## src/rtl/wdt_pkg.sv

```systemverilog
package wdt_pkg;
  localparam int DATA_W = 16;
  localparam int ADDR_W = 3;

  localparam logic [ADDR_W-1:0] A_COUNT = 3'd0;
  localparam logic [ADDR_W-1:0] A_INIT  = 3'd1;
  localparam logic [ADDR_W-1:0] A_STS1  = 3'd2;
  localparam logic [ADDR_W-1:0] A_STS2  = 3'd3;
  localparam logic [ADDR_W-1:0] A_CTRL1 = 3'd4;
  localparam logic [ADDR_W-1:0] A_CTRL2 = 3'd5;

  localparam int HALT_BIT = 11;
  localparam int TO1_BIT  = 3;
  localparam int TO2_BIT  = 1;
  localparam int BOOT_BIT = 2;
  localparam int NR_BIT   = 0;
  localparam logic [7:0] RELOAD_KEY = 8'h01;
endpackage

```

## src/rtl/wdt_regs.sv

```systemverilog
module wdt_regs
  import wdt_pkg::*;
#(
  parameter int CNT_W    = 10,
  parameter int INIT_DEF = 50,
  parameter int INIT_MIN = 4
) (
  input  logic              clk_i,
  input  logic              rst_ni,
  input  logic              we_i,
  input  logic [ADDR_W-1:0] addr_i,
  input  logic [DATA_W-1:0] wdata_i,
  input  logic [DATA_W/8-1:0] be_i,
  input  logic [CNT_W-1:0]  count_i,
  input  logic              to1_i,
  input  logic              to2_i,
  input  logic              boot_i,
  output logic [DATA_W-1:0] rdata_o,
  output logic [CNT_W-1:0]  init_o,
  output logic              halt_o,
  output logic              no_reboot_o,
  output logic              reload_o,
  output logic              clr_to1_o,
  output logic              clr_to2_o,
  output logic              clr_boot_o
);
  localparam int NBYTES = DATA_W / 8;

  logic [DATA_W-1:0] init_q, init_mrg, init_d;
  logic              halt_q, nr_q;
  logic              wr_init, wr_ctrl1, wr_ctrl2;

  for (genvar b = 0; b < NBYTES; b++) begin : g_lane
    assign init_mrg[b*8 +: 8] = be_i[b] ? wdata_i[b*8 +: 8] : init_q[b*8 +: 8];
  end

  // field below floor keeps old value, storage bits still follow the write
  always_comb begin
    if (init_mrg[CNT_W-1:0] >= CNT_W'(INIT_MIN)) init_d = init_mrg;
    else init_d = {init_mrg[DATA_W-1:CNT_W], init_q[CNT_W-1:0]};
  end

  assign wr_init  = we_i && (addr_i == A_INIT);
  assign wr_ctrl1 = we_i && (addr_i == A_CTRL1) && be_i[HALT_BIT/8];
  assign wr_ctrl2 = we_i && (addr_i == A_CTRL2) && be_i[0];

  assign reload_o   = we_i && (addr_i == A_COUNT) && be_i[0] && (wdata_i[7:0] == RELOAD_KEY);
  assign clr_to1_o  = we_i && (addr_i == A_STS1) && be_i[0] && wdata_i[TO1_BIT];
  assign clr_to2_o  = we_i && (addr_i == A_STS2) && be_i[0] && wdata_i[TO2_BIT];
  assign clr_boot_o = we_i && (addr_i == A_STS2) && be_i[0] && wdata_i[BOOT_BIT];

  always_ff @(posedge clk_i or negedge rst_ni) begin
    if (!rst_ni) begin
      init_q <= DATA_W'(INIT_DEF);
      halt_q <= 1'b1;
      nr_q   <= 1'b1;
    end else begin
      if (wr_init)  init_q <= init_d;
      if (wr_ctrl1) halt_q <= wdata_i[HALT_BIT];
      if (wr_ctrl2) nr_q   <= wdata_i[NR_BIT];
    end
  end

  assign init_o      = init_q[CNT_W-1:0];
  assign halt_o      = halt_q;
  assign no_reboot_o = nr_q;

  always_comb begin
    rdata_o = '0;
    case (addr_i)
      A_COUNT: rdata_o[CNT_W-1:0] = count_i;
      A_INIT:  rdata_o = init_q;
      A_STS1:  rdata_o[TO1_BIT] = to1_i;
      A_STS2: begin
        rdata_o[TO2_BIT]  = to2_i;
        rdata_o[BOOT_BIT] = boot_i;
      end
      A_CTRL1: rdata_o[HALT_BIT] = halt_q;
      A_CTRL2: rdata_o[NR_BIT] = nr_q;
      default: rdata_o = '0;
    endcase
  end

  a_r3_init_floor: assert property (@(posedge clk_i) disable iff (!rst_ni)
    init_o >= CNT_W'(INIT_MIN));
  a_r11_lane_keep: assert property (@(posedge clk_i) disable iff (!rst_ni)
    (wr_init && !be_i[1]) |=> init_q[DATA_W-1:8] == $past(init_q[DATA_W-1:8]));
endmodule

```

## src/rtl/wdt_counter.sv

```systemverilog
module wdt_counter #(
  parameter int CNT_W    = 10,
  parameter int INIT_DEF = 50
) (
  input  logic             clk_i,
  input  logic             rst_ni,
  input  logic             tick_i,
  input  logic             halt_i,
  input  logic             reload_i,
  input  logic [CNT_W-1:0] init_i,
  output logic [CNT_W-1:0] count_o,
  output logic             expire_o
);
  logic [CNT_W-1:0] count_q;
  logic             run;

  assign run      = tick_i && !halt_i;
  assign expire_o = run && !reload_i && (count_q == '0);

  always_ff @(posedge clk_i or negedge rst_ni) begin
    if (!rst_ni)          count_q <= CNT_W'(INIT_DEF);
    else if (reload_i)    count_q <= init_i;
    else if (run) begin
      if (count_q == '0)  count_q <= init_i;
      else                count_q <= count_q - 1'b1;
    end
  end

  assign count_o = count_q;

  a_r5_reload_loads: assert property (@(posedge clk_i) disable iff (!rst_ni)
    reload_i |=> count_o == $past(init_i));
  a_r4_halt_holds: assert property (@(posedge clk_i) disable iff (!rst_ni)
    (halt_i && !reload_i) |=> $stable(count_o));
endmodule

```

## src/rtl/wdt_status.sv

```systemverilog
module wdt_status (
  input  logic clk_i,
  input  logic rst_ni,
  input  logic expire_i,
  input  logic smi_en_i,
  input  logic no_reboot_i,
  input  logic clr_to1_i,
  input  logic clr_to2_i,
  input  logic clr_boot_i,
  output logic to1_o,
  output logic to2_o,
  output logic boot_o,
  output logic irq_o,
  output logic rst_req_o
);
  logic to1_q, to2_q, boot_q, irq_q, rst_q;
  logic first, second;

  assign first  = expire_i && !to1_q;
  assign second = expire_i && to1_q;

  // a set in the same cycle as a clear wins
  always_ff @(posedge clk_i or negedge rst_ni) begin
    if (!rst_ni) begin
      to1_q  <= 1'b0;
      to2_q  <= 1'b0;
      boot_q <= 1'b0;
      irq_q  <= 1'b0;
      rst_q  <= 1'b0;
    end else begin
      to1_q  <= first || (to1_q && !clr_to1_i);
      irq_q  <= (first && smi_en_i) || (irq_q && !clr_to1_i);
      to2_q  <= second || (to2_q && !clr_to2_i);
      boot_q <= second || (boot_q && !clr_boot_i);
      rst_q  <= rst_q || (second && !no_reboot_i);
    end
  end

  assign to1_o     = to1_q;
  assign to2_o     = to2_q;
  assign boot_o    = boot_q;
  assign irq_o     = irq_q;
  assign rst_req_o = rst_q;

  a_r10_rst_sticky: assert property (@(posedge clk_i) disable iff (!rst_ni)
    rst_req_o |=> rst_req_o);
  a_r8_noreboot_gate: assert property (@(posedge clk_i) disable iff (!rst_ni)
    $rose(rst_req_o) |-> $past(!no_reboot_i && expire_i && to1_o));
  a_r7_irq_gate: assert property (@(posedge clk_i) disable iff (!rst_ni)
    $rose(irq_o) |-> $past(smi_en_i && expire_i));
  a_r9_clear_first: assert property (@(posedge clk_i) disable iff (!rst_ni)
    (clr_to1_i && !expire_i) |=> (!to1_o && !irq_o));
  a_r8_second_marks: assert property (@(posedge clk_i) disable iff (!rst_ni)
    (expire_i && to1_o) |=> (to2_o && boot_o));
endmodule

```

## src/rtl/wdt_two_stage.sv

```systemverilog
module wdt_two_stage
  import wdt_pkg::*;
#(
  parameter int CNT_W    = 10,
  parameter int INIT_DEF = 50,
  parameter int INIT_MIN = 4
) (
  input  logic        clk_i,
  input  logic        rst_ni,
  input  logic        we_i,
  input  logic [2:0]  addr_i,
  input  logic [15:0] wdata_i,
  input  logic [1:0]  be_i,
  output logic [15:0] rdata_o,
  input  logic        tick_i,
  input  logic        smi_en_i,
  output logic        irq_o,
  output logic        rst_req_o
);
  logic [CNT_W-1:0] count, init_val;
  logic halt, no_reboot, reload, expire;
  logic clr_to1, clr_to2, clr_boot;
  logic to1, to2, boot;

  wdt_regs #(.CNT_W(CNT_W), .INIT_DEF(INIT_DEF), .INIT_MIN(INIT_MIN)) regs_i (
    .clk_i, .rst_ni, .we_i, .addr_i, .wdata_i, .be_i,
    .count_i(count), .to1_i(to1), .to2_i(to2), .boot_i(boot),
    .rdata_o, .init_o(init_val), .halt_o(halt), .no_reboot_o(no_reboot),
    .reload_o(reload), .clr_to1_o(clr_to1), .clr_to2_o(clr_to2), .clr_boot_o(clr_boot)
  );

  wdt_counter #(.CNT_W(CNT_W), .INIT_DEF(INIT_DEF)) cnt_i (
    .clk_i, .rst_ni, .tick_i, .halt_i(halt), .reload_i(reload),
    .init_i(init_val), .count_o(count), .expire_o(expire)
  );

  wdt_status sts_i (
    .clk_i, .rst_ni, .expire_i(expire), .smi_en_i, .no_reboot_i(no_reboot),
    .clr_to1_i(clr_to1), .clr_to2_i(clr_to2), .clr_boot_i(clr_boot),
    .to1_o(to1), .to2_o(to2), .boot_o(boot), .irq_o, .rst_req_o
  );

  a_r1_quiet_halted: assert property (@(posedge clk_i) disable iff (!rst_ni)
    (halt && !reload) |=> !$rose(irq_o));
endmodule

```

## config.mk

```make
export PLATFORM = sky130hd
export DESIGN_NAME = wdt_two_stage
export DESIGN_NICKNAME = d
export VERILOG_FILES = /design/src/rtl/wdt_pkg.sv /design/src/rtl/wdt_regs.sv /design/src/rtl/wdt_counter.sv /design/src/rtl/wdt_status.sv /design/src/rtl/wdt_two_stage.sv
export SDC_FILE = /design/constraint.sdc
export NUM_CORES = 1
export LEC_CHECK = 0
export BUFFER_PORTS_ARGS = -buffer_cell sky130_fd_sc_hd__buf_2
export CAP_MARGIN = 30
export CORE_MARGIN = 8
export CORE_UTILIZATION = 57
export DETAILED_ROUTE_END_ITERATION = 10
export GPL_TIMING_DRIVEN = 0
export PLACE_DENSITY_LB_ADDON = 0.25
export SETUP_SLACK_MARGIN = 0.05
export SLEW_MARGIN = 20
export SYNTH_ARGS = -nofsm -noshare
export SYNTH_HDL_FRONTEND = slang
export SYNTH_SLANG_ARGS = --single-unit
export TNS_END_PERCENT = 5
```

## constraint.sdc

```tcl
create_clock -name clk_i -period 3.2 [get_ports clk_i]
set_input_delay 0.16 -clock clk_i [delete_from_list [all_inputs] [get_ports clk_i]]
set_output_delay 0.16 -clock clk_i [all_outputs]
set_load 0.02 [all_outputs]
```

After elaboration in Yosys (flattened, before gate mapping)
Cells that the tools add are included.

Input bits: 26. Bits in registers: 33. Output and inout bits: 18. Word-level logic and storage cells: 72.

Reductions and logical operators: 42. Add/sub/neg operators: 1. Magnitude comparators: 1. Muxes and demuxes: 12. Equality and inequality tests: 6.

Operators with widths (count): $mux W10 (3); $logic_and A1 B1 Y1 (26); $mux W8 (2); $pmux W6 S2 (1); $ge A10 B3 Y1 const B (1); $logic_not A10 Y1 (1); $sub A10 B1 Y10 const B (1); $eq A8 B1 Y1 const B (1); $logic_not A1 Y1 (7); $eq A3 B2 Y1 const B (2); $eq A3 B3 Y1 const B (2); $pmux W1 S3 (2); $pmux W2 S3 (1); $logic_or A1 B1 Y1 (5); $mux W4 (1); $eq A3 B1 Y1 const B (1); $logic_not A3 Y1 (1); $pmux W1 S2 (1); $reduce_and A2 Y1 (1); $reduce_bool A2 Y1 (1); $mux W1 (1).

Depth between registers and ports, before layout
Depth after elaboration: 10. Gate-level depth with buffers: 7. Gate-level depth less buffers: 7.

By module
From an unflattened synthesis, not the netlist that was laid out.

Cells, all modules: 205. Area total of the unflattened synthesis: 2099.5 µm².

By module, submodules not included: wdt_regs (area an instance 1167.4 µm², seq. area each 456.7 µm², instances 1, cells an instance 108); wdt_counter (area an instance 738.2 µm², seq. area each 254.0 µm², instances 1, cells an instance 81); wdt_status (area an instance 193.9 µm², seq. area each 125.1 µm², instances 1, cells an instance 16).

Worst setup path before layout
Ideal clock, no wire load.

Path type: reg2reg. Start point: register cnt_i.count_q[0] (netlist: cnt_i.count_o[0]). End point: register cnt_i.count_q[7] (netlist: cnt_i.count_o[7]). Cell stages (with the launch flop): 8. Path buffers: 0. Data arrival time: 1.924 ns. Setup slack: 1.149 ns. Cell sequence: dfrtp_1 -> inv_1 -> ha_1 -> or4b_4 -> or4_4 -> nand2_1 -> nor3_1 -> a311o_1.

Longest elaborated chain between the ends: 4. Elaborated cells on any way between the ends: 5.

Ends and longest elaborated chain: from (decl) (line wdt_counter.sv:14) `logic [CNT_W-1:0] count_q;`; from (signal assigned) (line wdt_counter.sv:21) `if (!rst_ni) count_q <= CNT_W'(INIT_DEF);`; from (signal assigned) (line wdt_counter.sv:22) `else if (reload_i) count_q <= init_i;`; from (signal assigned) (line wdt_counter.sv:24) `if (count_q == '0) count_q <= init_i;`; $sub A10 B1 Y10 / $logic_not A10 Y1 (equally long branches) (line wdt_counter.sv:25, wdt_counter.sv:24); $mux W10 * (line wdt_counter.sv:24); $mux W10 * (line wdt_counter.sv:23) `else if (run) begin`; $mux W10 * (line wdt_counter.sv:22).

Mark *: on every way between the ends. The rest lies on a longest branch, timed or not. The select of a mux whose other input is x is not followed. A chain may end at the register's enable or synchronous reset.

Worst setup path in the final report
Ends and elaborated chain as after synthesis.

==> summary.md <==
The post-synthesis average cell area is 9.50 um2, and the all-layer global routing usage is 18.9%. The synthesized design contains 33 register bits. In this run the static leakage power is 1.05 nW. The wire-length estimate of the detail-placed layout is 3.66 mm. The type of the worst min-delay path was primary input to flop. In this run the remaining antenna-violating nets after routing total 0. Path depth of the worst reg2reg path: 7. Along the worst hold path, the cell count comes to 2. The commonest cells after synthesis are nor2_1 (36), dfrtp_1 (25), mux2_2 (19), nand2_1 (17), mux2i_1 (10).

Routability-driven placement finished with a final weighted congestion of 0.867. Pin placement for this block handled 44 I/O pins. In this run the biggest area consumer among cell types represents 32.9% of the synthesized area.

The worst pin sits at a relative slew slack of 51.4%. Summing every instance area after synthesis gives 0.00190 mm2. The tools report the clock network power share as 16.3%. The tools report the type of element capturing the critical path as a flop. After floorplanning, the core was sized to cover 0.00326 mm2. In this run, flip-flops and latches consume 50.9% of the power.

Entering global routing, the biggest net connects 34 pins. The final hold violation count is 0, and the sequential area share after synthesis is 44.0%. The count of buffers inserted at the top-level ports came out at 43. Global routing finished with a remaining overflow of 0. The critical path crosses 7 cells after its start point. For the count of endpoints failing setup in the final report, the log shows 0.

For the H-tree depth reported by CTS, the log shows 2. Launching element type of the critical path: a flop. The run gives 0 as the number of max-cap violations. The tools report the number of nets in the layout as 278. Setup repair after global routing left no endpoint under its margin. In this run, CTS created clock tree buffers numbering 5. The pre-antenna-repair detailed-routing pass consisted of 4 iterations. At the pin with the least slew margin, the transition time is 0.729 ns.

For the iteration-0 DRC count of the detailed router, the log shows 79. Of the total power, the share spent switching nets is 36.3%. The initial antenna violation count was 0; the number of pins exceeding their max-slew limit in the final report was 0.

Average via count per standard cell: 5.66. Number of buffers inserted by post-CTS setup repair: 0. After detailed routing, the number of remaining DRC violations is 0. TritonCTS built the clock tree. The logs give 2 for the clock tree buffer depth and 0 ns for the total negative slack for setup checks. The initial core utilization came out at 58.3%. Synthesis produced 200 cells. Of all nets on the critical path, the largest fanout is 4. The tree built by TritonCTS fans out to 33 sinks. The first global-routing pass estimated 7.88 mm of wire. After synthesis, the cell types taking the most area are dfrtp_1 (33%), mux2_2 (11%), dfstp_2 (11%). The critical path is of the flop to flop type. In this run the horizontal extent of the chip is 73.7 um. The die covers 0.00544 mm2. Combinational logic burns 32.8% of the power.

In this run, synthesis inferred 0 flip-flops with an integrated enable. The antenna diode count was 0; the count of unique library cells instantiated by Yosys was 41. Compared with the post-synthesis result, the final layout area differs by 17.8%. The die height is 73.7 um, and the count of yosys warnings during synthesis is 0.

Required time of the critical path: 3.42 ns. On the worst path, the slowest cell contributes a delay of 0.48 ns. The signal arrival time at the worst endpoint is 2.43 ns, and the maximum clock rate is 0.452 GHz. In the synthesized netlist the dominant register cell turns out to be dfrtp_1. The insertion delay of the later-clocked pin in the worst-skew pair was 0.33 ns; the share of the clock period used by the worst path after layout was 69.1%. The biggest area contributor in the post-synthesis netlist is dfrtp_1. nor2_1 is the most common cell in the netlist.

In the final layout, the share of cells above drive strength 1 is 33.5%. The critical-path cell with the highest stage delay is or4b_4. Counting every net in the synthesized netlist gives 227.

Row generation in the floorplan step produced 21 rows. The internal power consumption is 928 uW. For the switching power total, the log shows 529 uW. On the critical path the largest part of the delay comes from simple AND/OR/NAND/NOR gates. The buffering stage count on the worst path with inverters included was 1. The overall routed net length is 4.78 mm, and the power density over the cells is 651 mW/mm2.

The via count of the first global-routing pass was 1739; the via count was 1682. VDD sags by at most 0.374 mV. The clock period minus worst slack came out at 2.21 ns. The run finished with clean final reports.

The wire length per cell is 16.1 um, and the final worst clock skew is 0.00446 ns. Walking the worst path, the cells encountered are inv_1, ha_1, or4b_4, or4_4, nand2_1, nor3_1, a311o_1. The tree is rooted in a clkbuf_4. The clock transition at the registers of the reported paths works out to 0.09 ns. Of all flip-flops after synthesis, the portion carrying an async set or reset was 100%. For the total power, the log shows 1.46 mW.
## power groups by stage
stage / combinational (mW) / sequential [mW] / clock, mW
final: 0.478 / 0.741 / 0.238
after global routing: 0.533 / 0.764 / 0.261
after CTS: 0.478 / 0.739 / 0.240
after detailed placement: 0.474 / 0.748 / 0
after global placement: 0.462 / 0.739 / 0
after floorplan: 0.357 / 0.706 / 0
## per-layer routing
metal	share of wire [%]	vias up	routed length, um	track usage (%)
met5	0	-	0	0
met4	0.84	0	40	7.10
met3	6.8	5	323	5.59
met2	48	61	2290	30.6
met1	44	801	2130	22.9
li1	-	815	-	-
## flip-flops by register name, summed over array words and instances, names as in the netlist
signal,count
regs_i.init_q,16
cnt_i.count_o,10
regs_i.halt_o,1
regs_i.no_reboot_o,1
sts_i.boot_o,1
sts_i.irq_o,1
sts_i.rst_req_o,1
sts_i.to1_o,1
sts_i.to2_o,1
## path summary, 6_finish.rpt
path                            slack [ns]              from                 to
worst max-delay path                  0.99  cnt_i.count_o[0]   cnt_i.count_o[7]
worst min-delay path                  0.06       wdata_i[15]  regs_i.init_q[15]
worst max register to register        0.99  cnt_i.count_o[0]   cnt_i.count_o[7]
worst min register to register        0.48   sts_i.rst_req_o    sts_i.rst_req_o
max in group asynchronous             2.32            rst_ni  regs_i.init_q[14]
min in group asynchronous             0.42            rst_ni   cnt_i.count_o[3]
## cells by family (layout without fill, tap and decap cells)
family / count (synthesis) / after routing / synth area share, %
adders and majority gates: 1 / 1 / 0.658
AOI/OAI and AO/OA: 30 / 30 / 10.5
xor gates and xnor gates: 3 / 3 / 1.38
muxes: 29 / 29 / 16.5
buffers and inverters: 14 / 65 / 2.83
and+or+nand+nor: 90 / 90 / 24.1
DFF: 33 / 33 / 44.0
## what timing repair did
| item | in CTS | in global routing |
|---|---|---|
| hold buffers | 1 | 0 |
| hold endpoints to repair | 25 | 0 |
| gates resized for setup | 0 | 0 |
## layout by cell type (no fill, tap or decap), drive strengths merged, types with 5 or more instances in the layout
cell and instances:
a21oi 7, and3 5, nor3 6, buf 45, clkbuf 13, nor2 36
inv 6, mux2i 10, a31oi 7, mux2 19, dfstp 8, dfrtp 25
nand2 17
## cell type report
class / count / area [um2]
timing repair buffer: 44 / 225
clock buffer: 7 / 55.1
multi-input combinational: 153 / 1010
fill: 297 / 1020
sequential: 33 / 836
inverter: 6 / 22.5
tap: 46 / 57.6
buffer: 8 / 31.3
## worst register-to-register path, cell delays in order (launching register included)
cell	delay (ns)
dfrtp_1	0.42
inv_1	0.12
ha_1	0.21
or4b_4	0.48
or4_4	0.45
nand2_1	0.12
nor3_1	0.06
a311o_1	0.26
## stage by stage
stage	cells	cell area (um2)	hold slack, ns	util, %	setup slack (ns)
after global routing	297	2240	0.0412	68.7	0.894
after global placement	289	2170	0.263	66.7	1.03
final	297	2240	0.0592	68.7	0.988
after CTS	297	2240	0.0476	68.7	0.996
after detailed placement	289	2170	0.262	66.7	1.02
after floorplan	200	1900	-0.136	-	1.15
Power figures use the tool's default switching activity.
